==> src/rtl/rsf_pkg.sv <==
package rsf_pkg;
    localparam int NCAUSE  = 5;
    localparam int REG_W   = 8;
    // cause indices inside the internal vector
    localparam int C_BADOP = 0;
    localparam int C_WDT   = 1;
    localparam int C_PAR   = 2;
    localparam int C_IAW   = 3;
    localparam int C_LVD   = 4;
    // bit positions in the software-visible byte
    localparam int P_BADOP = 7;
    localparam int P_WDT   = 4;
    localparam int P_PAR   = 2;
    localparam int P_IAW   = 1;
    localparam int P_LVD   = 0;

    typedef logic [NCAUSE-1:0] cause_t;

    function automatic logic [REG_W-1:0] pack_flags(input cause_t c);
        logic [REG_W-1:0] r;
        r = '0;
        r[P_BADOP] = c[C_BADOP];
        r[P_WDT]   = c[C_WDT];
        r[P_PAR]   = c[C_PAR];
        r[P_IAW]   = c[C_IAW];
        r[P_LVD]   = c[C_LVD];
        return r;
    endfunction
endpackage

==> src/rtl/rsf_rst_sync.sv <==
module rsf_rst_sync #(
    parameter int STAGES = 2
) (
    input  logic clk,
    input  logic arst,
    output logic rst_s
);
    typedef struct packed {
        logic [STAGES-1:0] sh;
    } sync_t;

    sync_t st_d, st_q;

    always_comb begin
        st_d = st_q;
        st_d.sh = {st_q.sh[STAGES-2:0], 1'b0};
    end

    always_ff @(posedge clk or posedge arst) begin
        if (arst) st_q <= '{sh: '1};
        else      st_q <= st_d;
    end

    assign rst_s = st_q.sh[STAGES-1];
endmodule

==> src/rtl/rsf_cause_decode.sv <==
module rsf_cause_decode
    import rsf_pkg::*;
#(
    parameter int            OPC_W   = 8,
    parameter logic [OPC_W-1:0] BAD_OPC = '1
) (
    input  logic             exec_valid,
    input  logic [OPC_W-1:0] exec_opcode,
    input  logic             dbg_mode,
    input  logic             wdt_req,
    input  logic             par_err,
    input  logic             par_is_fetch,
    input  logic             par_rst_en,
    input  logic             iaw_req,
    input  logic             lvd_req,
    output cause_t           cause
);
    always_comb begin
        cause          = '0;
        cause[C_BADOP] = exec_valid && (exec_opcode == BAD_OPC) && !dbg_mode;
        cause[C_WDT]   = wdt_req;
        cause[C_PAR]   = par_err && par_rst_en && !par_is_fetch;
        cause[C_IAW]   = iaw_req;
        cause[C_LVD]   = lvd_req;
    end
endmodule

==> src/rtl/rsf_stretch.sv <==
module rsf_stretch #(
    parameter int HOLD = 16
) (
    input  logic clk,
    input  logic rst,
    input  logic trig,
    output logic active
);
    localparam int CW = $clog2(HOLD + 1);

    typedef struct packed {
        logic [CW-1:0] cnt;
    } str_t;

    str_t st_d, st_q;

    always_comb begin
        st_d = st_q;
        if (trig)
            st_d.cnt = CW'(HOLD);
        else if (st_q.cnt != '0)
            st_d.cnt = st_q.cnt - 1'b1;
    end

    always_ff @(posedge clk or posedge rst) begin
        if (rst) st_q <= '0;
        else     st_q <= st_d;
    end

    assign active = (st_q.cnt != '0);

    assert_countdown_R10: assert property (@(posedge clk) disable iff (rst)
        (!trig && st_q.cnt != '0) |=> (st_q.cnt == $past(st_q.cnt) - 1'b1));
    assert_load_R10: assert property (@(posedge clk) disable iff (rst)
        trig |=> (st_q.cnt == CW'(HOLD)));
endmodule

==> src/rtl/rsf_flag_reg.sv <==
module rsf_flag_reg
    import rsf_pkg::*;
(
    input  logic   clk,
    input  logic   rst,
    input  cause_t set,
    input  logic   rd_clr,
    output cause_t flags
);
    typedef struct packed {
        cause_t fl;
    } flag_t;

    flag_t st_d, st_q;

    always_comb begin
        st_d = st_q;
        if (rd_clr) st_d.fl = '0;
        st_d.fl = st_d.fl | set;
    end

    always_ff @(posedge clk or posedge rst) begin
        if (rst) st_q <= '0;
        else     st_q <= st_d;
    end

    assign flags = st_q.fl;

    assert_keep_R5: assert property (@(posedge clk) disable iff (rst)
        !rd_clr |=> ((st_q.fl & $past(st_q.fl)) == $past(st_q.fl)));
    assert_clr_new_R9: assert property (@(posedge clk) disable iff (rst)
        rd_clr |=> (st_q.fl == $past(set)));
endmodule

==> src/rtl/rst_cause_unit.sv <==
module rst_cause_unit
    import rsf_pkg::*;
#(
    parameter int HOLD_CYC    = 16,
    parameter int SYNC_STAGES = 2,
    parameter int OPC_W       = 8,
    parameter logic [OPC_W-1:0] BAD_OPC = 8'hFF
) (
    input  logic             clk,
    input  logic             ext_rst_in,
    input  logic             por_in,
    input  logic             exec_valid,
    input  logic [OPC_W-1:0] exec_opcode,
    input  logic             dbg_mode,
    input  logic             wdt_req,
    input  logic             par_err,
    input  logic             par_is_fetch,
    input  logic             par_rst_en,
    input  logic             iaw_req,
    input  logic             lvd_req,
    input  logic             rd_byte,
    input  logic             rd_bit,
    output logic [REG_W-1:0] rd_data,
    output logic             core_rst_o
);
    logic   arst, rst_s, pulse_on, any_req;
    cause_t cause, flags;

    assign arst = ext_rst_in | por_in;

    rsf_rst_sync #(.STAGES(SYNC_STAGES)) u_sync (
        .clk(clk), .arst(arst), .rst_s(rst_s)
    );

    rsf_cause_decode #(.OPC_W(OPC_W), .BAD_OPC(BAD_OPC)) u_dec (
        .exec_valid(exec_valid), .exec_opcode(exec_opcode), .dbg_mode(dbg_mode),
        .wdt_req(wdt_req), .par_err(par_err), .par_is_fetch(par_is_fetch),
        .par_rst_en(par_rst_en), .iaw_req(iaw_req), .lvd_req(lvd_req),
        .cause(cause)
    );

    assign any_req = |cause;

    rsf_stretch #(.HOLD(HOLD_CYC)) u_str (
        .clk(clk), .rst(rst_s), .trig(any_req), .active(pulse_on)
    );

    // only a whole-byte read clears; rd_bit is intentionally unused for state
    rsf_flag_reg u_flags (
        .clk(clk), .rst(rst_s), .set(cause), .rd_clr(rd_byte), .flags(flags)
    );

    assign rd_data    = pack_flags(flags);
    assign core_rst_o = rst_s | pulse_on;

    assert_reserved_R2: assert property (@(posedge clk)
        (rd_data[6] == 1'b0) && (rd_data[5] == 1'b0) && (rd_data[3] == 1'b0));
    assert_req_rst_R10: assert property (@(posedge clk) disable iff (rst_s)
        any_req |=> core_rst_o);
    assert_readclr_R7: assert property (@(posedge clk) disable iff (rst_s)
        (rd_byte && !any_req) |=> (rd_data == '0));
    assert_bitread_R8: assert property (@(posedge clk) disable iff (rst_s)
        (rd_bit && !rd_byte) |=> ((rd_data & $past(rd_data)) == $past(rd_data)));
    assert_fetch_par_R4: assert property (@(posedge clk) disable iff (rst_s)
        (par_err && par_is_fetch && !rd_byte) |=> (rd_data[P_PAR] == $past(rd_data[P_PAR])));
    assert_dbg_opc_R3: assert property (@(posedge clk) disable iff (rst_s)
        (dbg_mode && !rd_byte) |=> (rd_data[P_BADOP] == $past(rd_data[P_BADOP])));
endmodule

==> config.mk <==
export PLATFORM = sky130hd
export DESIGN_NAME = rst_cause_unit
export DESIGN_NICKNAME = d
export VERILOG_FILES = /design/src/rtl/rsf_pkg.sv /design/src/rtl/rsf_rst_sync.sv /design/src/rtl/rsf_cause_decode.sv /design/src/rtl/rsf_stretch.sv /design/src/rtl/rsf_flag_reg.sv /design/src/rtl/rst_cause_unit.sv
export SDC_FILE = /design/constraint.sdc
export NUM_CORES = 1
export LEC_CHECK = 0
export CORE_ASPECT_RATIO = 1.2
export CORE_MARGIN = 5
export CORE_UTILIZATION = 34
export DETAILED_ROUTE_END_ITERATION = 12
export GPL_TIMING_DRIVEN = 0
export PLACE_DENSITY_LB_ADDON = 0.25
export SLEW_MARGIN = 20
export SYNTH_ARGS = -nofsm -noshare
export SYNTH_HDL_FRONTEND = slang
export SYNTH_HIERARCHICAL = 1
export SYNTH_SLANG_ARGS = --single-unit
==> constraint.sdc <==
create_clock -name clk -period 1.84 [get_ports clk]
set_input_delay 0.368 -clock clk [delete_from_list [all_inputs] [get_ports clk]]
set_output_delay 0.368 -clock clk [all_outputs]
set_load 0.05 [all_outputs]
# Word-level counts from Yosys, hierarchy flattened
# Cells that the tools add are included.
dict set report word_totals {
  input_bits 21
  reg_bits 12
}
dict set report classes {
  reduce_logical 9
  bitwise_logic 3
  n_eq_ne 1
  mux 3
  add_sub_neg 1
}
# cell count
set op_table {}
lappend op_table {{$mux W5} 3}
lappend op_table {{$eq A8 B8 Y1 const B} 1}
lappend op_table {{$or A5 B5 Y5} 1}
lappend op_table {{$reduce_bool A5 Y1} 1}
lappend op_table {{$reduce_or A5 Y1} 1}
lappend op_table {{$sub A5 B1 Y5 const B} 1}
lappend op_table {{$logic_and A1 B1 Y1} 4}
lappend op_table {{$logic_not A1 Y1} 2}
lappend op_table {{$or A1 B1 Y1} 2}
lappend op_table {{$reduce_bool A2 Y1} 1}

# Logic depth before layout (Yosys ltp)
dict set report depth {
  ltp_word 5
  ltp_mapped 6
}

# Modules after synthesis
# The synthesis kept the hierarchy.
# module cells_each n_inst seq_area_each_um2 area_each_um2
set by_module_without_submodules {}
lappend by_module_without_submodules {rsf_stretch 26 1 125.1 255.2}
lappend by_module_without_submodules {rsf_flag_reg 12 1 125.1 170.2}
lappend by_module_without_submodules {rsf_rst_sync 4 1 52.6 60.1}
lappend by_module_without_submodules {rsf_cause_decode 9 1 0.0 58.8}
lappend by_module_without_submodules {rst_cause_unit 9 1 0.0 51.3}

# Least setup slack after synthesis
# OpenSTA, ideal clock, no wires.
dict set report synth_timing {
  path_type {register to output}
  start {register u_str/st_q[0] (netlist bit)}
  end {output core_rst_o}
  arrival_ns 1.609
  t_required_ns 1.472
  n_path_buf 1
  path_stages_with_launch 6
  setup_slack_ns -0.137
  cell_sequence {dfrtp_1 > inv_1 > ha_1 > or4b_1 > buf_2 > or2_1}
}
dict set report synth_between {
  elab_chain_len 2
}
# item line_no
set synth_rtl {}
lappend synth_rtl {{start: declaration} rsf_stretch.sv:15} ;# str_t st_d, st_q;
lappend synth_rtl {{start signal: assignment} rsf_stretch.sv:27} ;# else st_q <= st_d;
lappend synth_rtl {{$reduce_bool A5 Y1} rsf_stretch.sv:30} ;# assign active = (st_q.cnt != '0);
lappend synth_rtl {{net pulse_on} rst_cause_unit.sv:26} ;# logic arst, rst_s, pulse_on, any_req;
lappend synth_rtl {{$or A1 B1 Y1} rst_cause_unit.sv:54} ;# assign core_rst_o = rst_s | pulse_on;
lappend synth_rtl {{end: declaration} rst_cause_unit.sv:24} ;# output logic core_rst_o
# The timed path passes the listed nets, and every way through them passes these cells.

# Worst setup path in the final report
dict set report layout_timing {
  start {register u_str/st_q[1] (netlist bit)}
  end {output core_rst_o}
}
# The elaborated chain is that of the path after synthesis.

==> impl_results.md <==
* DP Worst Slack at -0.6978 ns
* Relative slew margins at 65.76%
* Clock skew at 0.01265 ns
* R2R setup slack at 0.30 ns
* First drt pass iteration count at 4
* Largest net degree at the start of global routing at 8
* Crit. End Element: primary output
* Design Power at 603.8 uW
* Min cycle time layout at 2.085 ns
* Most frequent cells in the layout: clkdlybuf4s50_1 (17), buf_4 (10), dfrtp_1 (10), a21o_1 (6)
* Die Y at 55.85 um
* Total core area at 1642 um^2
* Mapped Area at 595.6 um^2
* Synth top area cells: dfrtp_1 (42%), dfstp_2 (8.8%), a21o_1 (7.6%), buf_4 (7.6%), inv_1 (3.8%)
* Cell Rows at 16
* Final ANT Viol Nets at 0
* Final worst-path setup slack at -0.2453 ns
* Max Slew Vio Count at 0
* Synth unique cells at 24
* Routed wire length at 1310 um
* Worst vdd ir at 0.3674 mV
* Syn. warnings at 6
* Seq/Total Area, Yosys at 50.84%
* Grt ovf at 0
* TNS Setup at -0.2453 ns
* Yosys top cell area share at 42.02%
* Unrepaired setup endpoints after global routing: yes
* CTS clk-pin slew, worst paths at 0.08 ns
* CTS tree: built
* Synth Instances at 60
* Reg-to-reg endpoint: u_str/st_q[0]
* Starting Density at 36.28%
* Critical Path Start Type: register
* Initial DRC count at 4
* Worst-margin pin slew at 0.5128 ns
* # diodes at 0
* Area leader, netlist: dfrtp_1
* First-pass GRT wire length at 2208 um
* Failing checks: setup timing
* CTS H-tree depth at 1
* Die area at 2692 um^2
* Detailed-route wire length per cell at 12.02 um
* Clock sink count at 12
* RR Startpoint: u_str/st_q[1]
* Clock buffer depth at 2
* Status: finished with violations
* Setup Viol. Count Final at 1
* Most common cell after layout, fill and taps aside: clkdlybuf4s50_1
* Hold WC Path Type: register to asynchronous set/reset pin
* DRC at 0
* P&R area growth vs syn at 55.67%
* Die width at 48.21 um
* F_max at 0.4795 GHz
* IO Port Bufs at 22
* Clock root buffer: clkbuf_4
* I/O pin total at 30
* Pwr per Cell Area at 651.2 nW/um^2
* WP data required at 1.47 ns
* HPWL Detailed at 1050 um
* Initial antenna violation count at 0
* Layout Nets at 114
* Share of the cycle needed by the critical path after routing at 113.3%
* R2r worst-path depth at 6
* Gr usage total at 11.56%
* Final Hold Fails at 0
* Layout cells sized above 1 at 26.37%
* Total CTS buffers at 3
* Worst-skew pair later-pin latency at 0.27 ns
* Number of synthesized register bits at 12
* Leakage power at 0.0004878 uW
* Mean post-synth cell area at 9.926 um^2
* Max-cap violations at 0
* Vias in the first global route at 511
* Crit path kind: register to primary output
* Routed vias at 501
* Worst EP arrival at 1.72 ns
* Final core occ at 56.48%
* Peak fanout along the critical path at 2
* Routability cong. at 0.6807
* Via density per instance at 4.596
-- worst max-delay path, stage by stage (launching register included) --
cell	delay [ns]
dfrtp_1	0.38
inv_2	0.08
ha_4	0.13
or4b_4	0.47
or2_4	0.25
buf_8	0.15
-- synth_stat cells --
master / number
ha_1: 1
inv_1: 6
nor3_2: 1
nand4b_1: 1
dfrtp_1: 10
a21o_1: 6
buf_4: 6
a211o_1: 1
nor2_1: 5
conb_1: 2
or2_1: 2
a21oi_1: 2
a211oi_2: 1
nand4_1: 1
buf_2: 1
dfstp_2: 2
nand3b_1: 1
inv_2: 1
nor3_1: 1
xnor2_1: 1
or3_1: 1
or2b_1: 1
or4b_1: 1
nand2_1: 5
-- cells by family (layout without fill, tap and decap cells) --
| group | count (synthesis) | in the layout | synth area share, % |
|---|---|---|---|
| xor gates and xnor gates | 1 | 1 | 1.471 |
| DFF | 12 | 12 | 50.84 |
| buffers and inverters | 14 | 43 | 12.81 |
| and+or+nand+nor | 20 | 20 | 18.70 |
| other | 2 | 4 | 1.261 |
| adders and majority gates | 1 | 1 | 2.101 |
| AOI/OAI and AO/OA | 10 | 10 | 12.81 |
-- cell type report --
| type | instances | area (um^2) |
|---|---|---|
| fillers | 157 | 714.4 |
| flip-flops and latches | 12 | 302.8 |
| repair buffers | 26 | 261.5 |
| multi-input cells | 36 | 242.7 |
| plain buffers | 6 | 45.04 |
| clock buffers | 4 | 26.28 |
| inverters | 7 | 26.28 |
| well taps | 18 | 22.52 |
-- what timing repair did --
action                     in CTS  in global routing
cloned                          0                  0
setup buffers                   4                  0
hold buffers                    0                  0
gates resized for setup        15                  3
pin swaps                       1                  0
setup endpoints to repair       2                  4
-- stage by stage --
| step | cells | hold slack, ns | area [um^2] |
|---|---|---|---|
| floorplan | 62 | 0.1380 | 608.1 |
| global placement | 102 | 0.1590 | 850.8 |
| detailed placement | 102 | 0.1648 | 850.8 |
| CTS | 110 | 0.1583 | 930.9 |
| global route | 109 | 0.1738 | 927.1 |
| finish | 109 | 0.1430 | 927.1 |
-- report_power, final --
part	internal (uW)	switching, uW
logic	76.3	74.3
clock network	83.9	82.3
registers	279	8.44
total	439	165
-- state kept, by name (all words and copies together) (netlist names) --
register       cells
u_sync/st_q        2
u_flags/flags      5
u_str/st_q         5
-- layer usage --
| layer | routed length (um) | GRT usage (%) | up-vias |
|---|---|---|---|
| li1 | - | - | 247 |
| met5 | 0 | 0 | - |
| met2 | 692 | 17.35 | 22 |
| met1 | 469 | 13.45 | 230 |
| met3 | 132 | 3.883 | 2 |
| met4 | 15 | 6.923 | 0 |
-- worst max-delay path by stage --
stage               slack (ns)    endpoint          start
finish                   -0.25  core_rst_o  u_str/st_q[1]
global route             -0.31  core_rst_o  u_str/st_q[0]
CTS                      -0.34  core_rst_o  u_str/st_q[0]
detailed placement       -0.70  core_rst_o  u_str/st_q[0]
global placement         -0.69  core_rst_o  u_str/st_q[0]
floorplan                -0.02  core_rst_o  u_str/st_q[0]
Power figures use the tool's default switching activity.
